<file path="src/rtl/brc_pkg.sv">
`timescale 1ns/1ps
package brc_pkg;
    typedef enum logic [1:0] {CP_CLEAR, CP_COPY, CP_LAST, CP_DONE} cp_phase_e;
    typedef enum logic [1:0] {RL_WAIT, RL_COUNT, RL_RUN} rl_phase_e;
endpackage

</file>
<file path="src/rtl/brc_copy_engine.sv">
`timescale 1ns/1ps
module brc_copy_engine
    import brc_pkg::*;
#(
    parameter int DW         = 8,
    parameter int RF_AW      = 7,
    parameter int NV_AW      = 10,
    parameter int NV_BASE    = 512,
    parameter int COPY_WORDS = 128,
    parameter int CFG_ADDR   = 'h73,
    parameter int WD_BIT     = 4,
    parameter int BOOT_LIMIT = 7500
) (
    input  logic             clk,
    input  logic             por_n,
    output logic             nv_rd_en,
    output logic [NV_AW-1:0] nv_addr,
    input  logic [DW-1:0]    nv_rdata,
    output logic             rf_we,
    output logic [RF_AW-1:0] rf_addr,
    output logic [DW-1:0]    rf_wdata,
    output logic             busy,
    output logic             boot_done,
    output logic             wd_indep
);
    localparam int RF_DEPTH = 1 << RF_AW;
    localparam logic [RF_AW-1:0] CLR_LAST = RF_AW'(RF_DEPTH - 1);
    localparam logic [RF_AW-1:0] CPY_LAST = RF_AW'(COPY_WORDS - 1);
    localparam logic [RF_AW-1:0] CFG_IDX  = RF_AW'(CFG_ADDR);
    localparam int BC_W = $clog2(BOOT_LIMIT + 1);
    localparam logic [BC_W-1:0] BOOT_LIM_V = BC_W'(BOOT_LIMIT);

    typedef struct packed {
        cp_phase_e        phase;
        logic [RF_AW-1:0] idx;
        logic             pend;
        logic [RF_AW-1:0] paddr;
        logic             indep;
        logic             done;
    } cp_state_t;

    localparam cp_state_t CP_RST = '{CP_CLEAR, '0, 1'b0, '0, 1'b0, 1'b0};

    cp_state_t s_q, s_d;

    always_comb begin
        s_d      = s_q;
        s_d.pend = 1'b0;
        s_d.done = 1'b0;
        if (s_q.pend && (s_q.paddr == CFG_IDX)) begin
            s_d.indep = nv_rdata[WD_BIT];
        end
        case (s_q.phase)
            CP_CLEAR: begin
                if (s_q.idx == CLR_LAST) begin
                    s_d.phase = CP_COPY;
                    s_d.idx   = '0;
                end else begin
                    s_d.idx = s_q.idx + 1'b1;
                end
            end
            CP_COPY: begin
                s_d.pend  = 1'b1;
                s_d.paddr = s_q.idx;
                if (s_q.idx == CPY_LAST) begin
                    s_d.phase = CP_LAST;
                    s_d.idx   = '0;
                end else begin
                    s_d.idx = s_q.idx + 1'b1;
                end
            end
            CP_LAST: begin
                s_d.phase = CP_DONE;
                s_d.done  = 1'b1;
            end
            default: s_d.phase = CP_DONE;
        endcase
    end

    always_ff @(posedge clk or negedge por_n) begin
        if (!por_n) s_q <= CP_RST;
        else        s_q <= s_d;
    end

    assign nv_rd_en  = (s_q.phase == CP_COPY);
    assign nv_addr   = NV_AW'(NV_BASE) + NV_AW'(s_q.idx);
    assign rf_we     = (s_q.phase == CP_CLEAR) || s_q.pend;
    assign rf_addr   = (s_q.phase == CP_CLEAR) ? s_q.idx : s_q.paddr;
    assign rf_wdata  = s_q.pend ? nv_rdata : '0;
    assign busy      = (s_q.phase != CP_DONE);
    assign boot_done = s_q.done;
    assign wd_indep  = s_q.indep;

    // boot-length guard, used only by the checks below
    logic [BC_W-1:0] boot_cyc_q;
    always_ff @(posedge clk or negedge por_n) begin
        if (!por_n)                           boot_cyc_q <= '0;
        else if (busy && boot_cyc_q != BOOT_LIM_V) boot_cyc_q <= boot_cyc_q + 1'b1;
    end

    AST_CLEAR_ASCEND: assert property (@(posedge clk) disable iff (!por_n)
        (s_q.phase == CP_CLEAR && s_q.idx != CLR_LAST) |=> (rf_we && rf_addr == $past(rf_addr) + 1'b1 && rf_wdata == '0));
    AST_READ_ASCEND: assert property (@(posedge clk) disable iff (!por_n)
        (nv_rd_en && s_q.idx != CPY_LAST) |=> (nv_rd_en && nv_addr == $past(nv_addr) + 1'b1));
    AST_WRITE_FOLLOWS_READ: assert property (@(posedge clk) disable iff (!por_n)
        nv_rd_en |=> (rf_we && rf_addr == RF_AW'($past(nv_addr) - NV_AW'(NV_BASE)) && rf_wdata == nv_rdata));
    AST_DONE_PULSE: assert property (@(posedge clk) disable iff (!por_n)
        boot_done |=> !boot_done);
    AST_BOOT_BOUND: assert property (@(posedge clk) disable iff (!por_n)
        busy |-> (boot_cyc_q < BOOT_LIM_V));
endmodule

</file>
<file path="src/rtl/brc_release_timer.sv">
`timescale 1ns/1ps
module brc_release_timer
    import brc_pkg::*;
#(
    parameter int TMO_W = 16
) (
    input  logic             clk,
    input  logic             por_n,
    input  logic             ready,
    input  logic             seq_done,
    input  logic             chan_ok,
    input  logic [TMO_W-1:0] tmo_cycles,
    output logic             rst_n_out
);
    typedef struct packed {
        rl_phase_e        phase;
        logic [TMO_W-1:0] cnt;
    } rl_state_t;

    localparam rl_state_t RL_RST = '{RL_WAIT, '0};

    rl_state_t s_q, s_d;
    logic      both_ok;

    always_comb begin
        both_ok = seq_done && chan_ok;
        s_d     = s_q;
        case (s_q.phase)
            RL_WAIT: begin
                if (ready && both_ok) begin
                    s_d.phase = RL_COUNT;
                    s_d.cnt   = '0;
                end
            end
            RL_COUNT: begin
                if (!both_ok) begin
                    s_d.phase = RL_WAIT;
                    s_d.cnt   = '0;
                end else if (s_q.cnt >= tmo_cycles) begin
                    s_d.phase = RL_RUN;
                end else begin
                    s_d.cnt = s_q.cnt + 1'b1;
                end
            end
            RL_RUN: begin
                if (!both_ok) s_d.phase = RL_WAIT;
            end
            default: s_d = RL_RST;
        endcase
    end

    always_ff @(posedge clk or negedge por_n) begin
        if (!por_n) s_q <= RL_RST;
        else        s_q <= s_d;
    end

    assign rst_n_out = (s_q.phase == RL_RUN);

    AST_NO_RELEASE_IN_BOOT: assert property (@(posedge clk) disable iff (!por_n)
        !ready |-> !rst_n_out);
    AST_RELEASE_NEEDS_OK: assert property (@(posedge clk) disable iff (!por_n)
        $rose(rst_n_out) |-> $past(seq_done && chan_ok));
    AST_DROP_RESTARTS: assert property (@(posedge clk) disable iff (!por_n)
        (s_q.phase == RL_COUNT && !both_ok) |=> (!rst_n_out && s_q.cnt == '0));
    AST_DROP_REASSERT: assert property (@(posedge clk) disable iff (!por_n)
        (rst_n_out && !both_ok) |=> !rst_n_out);
endmodule

</file>
<file path="src/rtl/boot_rst_ctrl.sv">
`timescale 1ns/1ps
module boot_rst_ctrl #(
    parameter int DW         = 8,
    parameter int RF_AW      = 7,
    parameter int NV_AW      = 10,
    parameter int NV_BASE    = 512,
    parameter int COPY_WORDS = 128,
    parameter int CFG_ADDR   = 'h73,
    parameter int WD_BIT     = 4,
    parameter int TMO_W      = 16,
    parameter int BOOT_LIMIT = 7500
) (
    input  logic             clk,
    input  logic             por_n,
    output logic             nv_rd_en,
    output logic [NV_AW-1:0] nv_addr,
    input  logic [DW-1:0]    nv_rdata,
    output logic             rf_we,
    output logic [RF_AW-1:0] rf_addr,
    output logic [DW-1:0]    rf_wdata,
    input  logic             seq_done,
    input  logic             chan_ok,
    input  logic [TMO_W-1:0] tmo_cycles,
    output logic             host_block,
    output logic             fault_mask,
    output logic             gpio_oe,
    output logic             boot_done,
    output logic             wdog_en,
    output logic             rst_n_out
);
    logic busy;
    logic wd_indep;

    typedef struct packed {
        logic seen;
    } top_state_t;

    top_state_t t_q, t_d;

    brc_copy_engine #(
        .DW(DW), .RF_AW(RF_AW), .NV_AW(NV_AW), .NV_BASE(NV_BASE),
        .COPY_WORDS(COPY_WORDS), .CFG_ADDR(CFG_ADDR), .WD_BIT(WD_BIT),
        .BOOT_LIMIT(BOOT_LIMIT)
    ) u_copy (
        .clk(clk), .por_n(por_n),
        .nv_rd_en(nv_rd_en), .nv_addr(nv_addr), .nv_rdata(nv_rdata),
        .rf_we(rf_we), .rf_addr(rf_addr), .rf_wdata(rf_wdata),
        .busy(busy), .boot_done(boot_done), .wd_indep(wd_indep)
    );

    brc_release_timer #(.TMO_W(TMO_W)) u_rel (
        .clk(clk), .por_n(por_n), .ready(!busy),
        .seq_done(seq_done), .chan_ok(chan_ok), .tmo_cycles(tmo_cycles),
        .rst_n_out(rst_n_out)
    );

    always_comb begin
        t_d      = t_q;
        t_d.seen = t_q.seen || (!busy && seq_done);
    end

    always_ff @(posedge clk or negedge por_n) begin
        if (!por_n) t_q <= '0;
        else        t_q <= t_d;
    end

    assign host_block = busy;
    assign fault_mask = busy;
    assign gpio_oe    = !busy;
    assign wdog_en    = !busy && (wd_indep || t_q.seen);

    AST_GATES_OPEN_AT_DONE: assert property (@(posedge clk) disable iff (!por_n)
        $fell(host_block) |-> boot_done);
    AST_WDOG_STICKY: assert property (@(posedge clk) disable iff (!por_n)
        wdog_en |=> wdog_en);
    AST_WDOG_AFTER_BOOT: assert property (@(posedge clk) disable iff (!por_n)
        wdog_en |-> !host_block);
    AST_RST_AFTER_BOOT: assert property (@(posedge clk) disable iff (!por_n)
        rst_n_out |-> gpio_oe);
endmodule

</file>
<file path="config.mk">
export PLATFORM = sky130hd
export DESIGN_NAME = boot_rst_ctrl
export DESIGN_NICKNAME = d
export VERILOG_FILES = /design/src/rtl/brc_pkg.sv /design/src/rtl/brc_copy_engine.sv /design/src/rtl/brc_release_timer.sv /design/src/rtl/boot_rst_ctrl.sv
export SDC_FILE = /design/constraint.sdc
export NUM_CORES = 1
export LEC_CHECK = 0
export ABC_CLOCK_PERIOD_IN_PS = 3260
export BUFFER_PORTS_ARGS = -buffer_cell sky130_fd_sc_hd__clkbuf_2
export CORE_MARGIN = 5
export CORE_UTILIZATION = 47
export DETAILED_ROUTE_END_ITERATION = 7
export PLACE_DENSITY = 0.68
export SLEW_MARGIN = 20
export SYNTH_ARGS = -nofsm -noshare
export SYNTH_HDL_FRONTEND = slang
export SYNTH_HIERARCHICAL = 1
export SYNTH_SLANG_ARGS = --single-unit
export TNS_END_PERCENT = 5
</file>
<file path="constraint.sdc">
create_clock -name clk -period 3.26 [get_ports clk]
set_clock_uncertainty 0.2 [all_clocks]
set_input_delay 0.163 -clock clk [delete_from_list [all_inputs] [get_ports clk]]
set_output_delay 0.163 -clock clk [all_outputs]
set_load 0.01 [all_outputs]
</file>
==> results.toml <==
[route]
detail_route.wl_per_cell_um = 14.5
vias = 2171
wl_um = 5740
detail-route-antenna-nets = 0
via_per_inst = 5.48
drc = 0
drt_iter0_markers = 90
drt_pass1_iterations = 4

[clock_network]
cts_tree = "yes"
cts_buffers = 5
cts_buffer_depth = 2
clkTransAtPathRegs_ns = 0.07
cts.sinks = 38
root_buffer = "clkbuf_8"
htree_levels = 2
clock_latency_ns = 0.29

[setup_path]
worst_setup_path_end_kind = "register"
critical_path.max_fanout = 13
cp.required_ns = 3.21
crit_arrival_ns = 2.62
path_class = "register to register"
rr_worst_depth = 7
setup.worst_path.start_class = "register"

[synthesis]
synth_top_area_share_pct = 36.5
syn_inst = 270
synth_top_cell_by_area = "dfrtp_1"
synth.avg_cell_area_sq_um = 9.64
synthArstFlopShare_pct = 100
synth-main-ff-cell = "dfrtp_1"
synth_cell_types = 60
ys_warn_count = 6
synth-edff-count = 0
ys_seq_area_share_pct = 36.5
ys_seq_elements = 38
yosys-top-cells-area = "dfrtp_1, ha_1, mux2_2"
netlist_area_sq_um = 2600

[grt]
antenna_found_initial = 0
grt.met3_usage_pct = 2.94
grt_max_degree = 39
busiest_layer = "met2"
gr-total-overflow = 0
use_met1_pct = 22.2
grt_pass1_wl_um = 9880
globalRouteMet2Util_pct = 28.0
grt.total_usage_pct = 16.7
grt_pass1_vias = 2054

[timing]
slew_viol_final = 0
rsz0062_at_grt = "false"
finalHoldViolCount = 0
tightest_slew_ns = 0.943
setup_viol = 0
relSlewSlack_pct = 37.1
timing.fmax_mhz = 374
fin_crit_sh_pct = 82.0
fin_crit_ns = 2.67
tns_ns = 0

[status]
status = "finished clean"

[floorplan]
die_w_um = 84.4
initial_core_util_pct = 47.8
ioPinCount = 61
core_sq_um = 5440
die_h_um = 84.4
dieArea_sq_um = 7130
rows = 27

[job]
max_cap_viol_count = 0

[power]
p_switching_w = 0.000233
clock_power_share_pct = 35.8
power_density_nw_per_um2 = 311
power.internal_w = 0.000700
leakage_nw = 1.50
swShare_pct = 25.0
combPwrFrac_pct = 10.6
seqPwrFrac_pct = 53.6
vdd_drop_max_v = 0.000180
p_total_w = 0.000933

[cells_and_area]
drive_gt1_share_pct = 30.6
fin_nets = 369
layout-area-overhead-vs-synth_pct = 15.1
fillers = 515
n_antenna_cell = 0
stdcell_count = 396

[placed_design]
place_inst = 384
port_buffers = 57
place.gp.congestion = 0.809
place_hpwl_um = 4240

[worst_hold_path]
holdPathStages = 1
worstHoldPathType = "register to register"
## critical path, cell delays in order, from the launching register on
cell and delay (ns):
dfrtp_1 0.39, inv_1 0.08, ha_1 0.26, nand2b_1 0.15, a2111oi_2 0.52, o32ai_2 0.19, o21ai_2 0.56, o221ai_1 0.19
## per-stage QoR
stage | hold slack, ns | instance area (sq um) | worst slack, ns | util (%)
after floorplan | -0.333 | 2610 | 0.967 | -
after global placement | 0.161 | 2860 | 0.627 | 52.7
after detailed placement | 0.158 | 2860 | 0.604 | 52.7
after CTS | 0.275 | 3000 | 0.572 | 55.1
after global routing | 0.313 | 3000 | 0.394 | 55.1
final | 0.281 | 3000 | 0.587 | 55.1
## final cells by class
type,instances,area (sq um),area share (%)
clock inverters,1,5.00,0.167
clock buffers,7,86.3,2.88
multi-input cells,190,1430,47.7
flip-flops and latches,38,951,31.7
well taps,72,90.1,3.01
repair buffers,63,340,11.4
inverters,25,93.8,3.13
## state kept, by name, indices dropped and copies added, names as in the netlist
register	cells
t_q	1
u_copy/boot_done	1
u_copy/s_q	17
u_copy/wd_indep	1
u_rel/s_q	18
## cells in the final DEF, fill, tap and decap left out, types with 2 or more instances in the layout
master,n
a21oi_1,9
conb_1,3
dfrtp_1,38
ha_1,18
dlygate4sd3_1,4
a41oi_1,6
nand2b_1,4
clkbuf_8,6
nor2b_1,2
nand3_1,6
xnor2_1,2
a21o_1,3
xor2_1,2
a31oi_1,5
mux2_2,16
nor4_1,2
nor2_1,15
o21ai_0,6
or2_2,2
clkbuf_2,57
and2_1,10
nand2_1,21
mux2i_1,2
buf_4,2
or3_1,4
nor3_1,3
nand4_1,10
o221ai_1,4
and3_1,2
o21a_1,3
inv_1,24
nand4b_1,3
## per-layer routing
| metal | routed length (um) | part of all wire, % | vias up |
|---|---|---|---|
| met3 | 169 | 2.9 | 7 |
| met4 | 62 | 1.1 | 0 |
| met5 | 0 | 0 | - |
| met1 | 2610 | 45 | 1060 |
| met2 | 2890 | 50 | 34 |
| li1 | - | - | 1070 |
## power groups by stage
stage | logic, W | clock network, W | registers [W]
5_1_grt | 0.000115 | 0.000366 | 0.000502
3_5_place_dp | 0.0000967 | 0 | 0.000509
2_1_floorplan | 0.0000636 | 0 | 0.000503
6_report | 0.0000991 | 0.000334 | 0.000500
4_1_cts | 0.000101 | 0.000343 | 0.000500
3_3_place_gp | 0.0000940 | 0 | 0.000508
## Yosys cell counts (all sizes together), types with 2 or more instances
master  count
nor4        2
a41oi       6
a31oi       5
o21a        3
o221ai      4
a21o        3
xor2        2
or3         5
nand2      21
nand2b      4
xnor2       2
a21oi       9
and3        2
and2       10
mux2       16
nand4b      4
or2         2
a31o        2
mux2i       2
nor3        4
ha         18
nor2       17
conb        2
dfrtp      38
buf        15
clkbuf      3
inv        25
nor2b       2
o21ai       8
nand3       7
nand4      11
## cell families (layout without fill, tap and decap cells)
logic type,count (synthesis),after routing,synth area share (%)
buf+inv,43,96,8.70
mux,18,18,7.69
flops,38,38,36.5
fa+ha+maj,18,18,8.65
simple gates,94,94,21.0
compound gates,53,53,15.8
other cells,2,3,0.289
xor+xnor,4,4,1.35
## repair_timing
item                                   CTS  global route
setup buffers                            0             0
hold buffers                             4             0
endpoints found under the hold margin   41             0
resized for setup                        0             0
## path summary, 6_finish.rpt
path / from / endpoint / slack (ns)
min in group asynchronous: por_n / u_rel/s_q[10] / 0.35
max reg2reg: u_rel/s_q[0] / u_rel/s_q[7] / 0.59
min reg2reg: t_q / t_q / 0.28
max in group asynchronous: por_n / u_rel/s_q[3] / 1.93
min: t_q / t_q / 0.28
max: u_rel/s_q[0] / u_rel/s_q[7] / 0.59
Power figures use the tool's default switching activity.
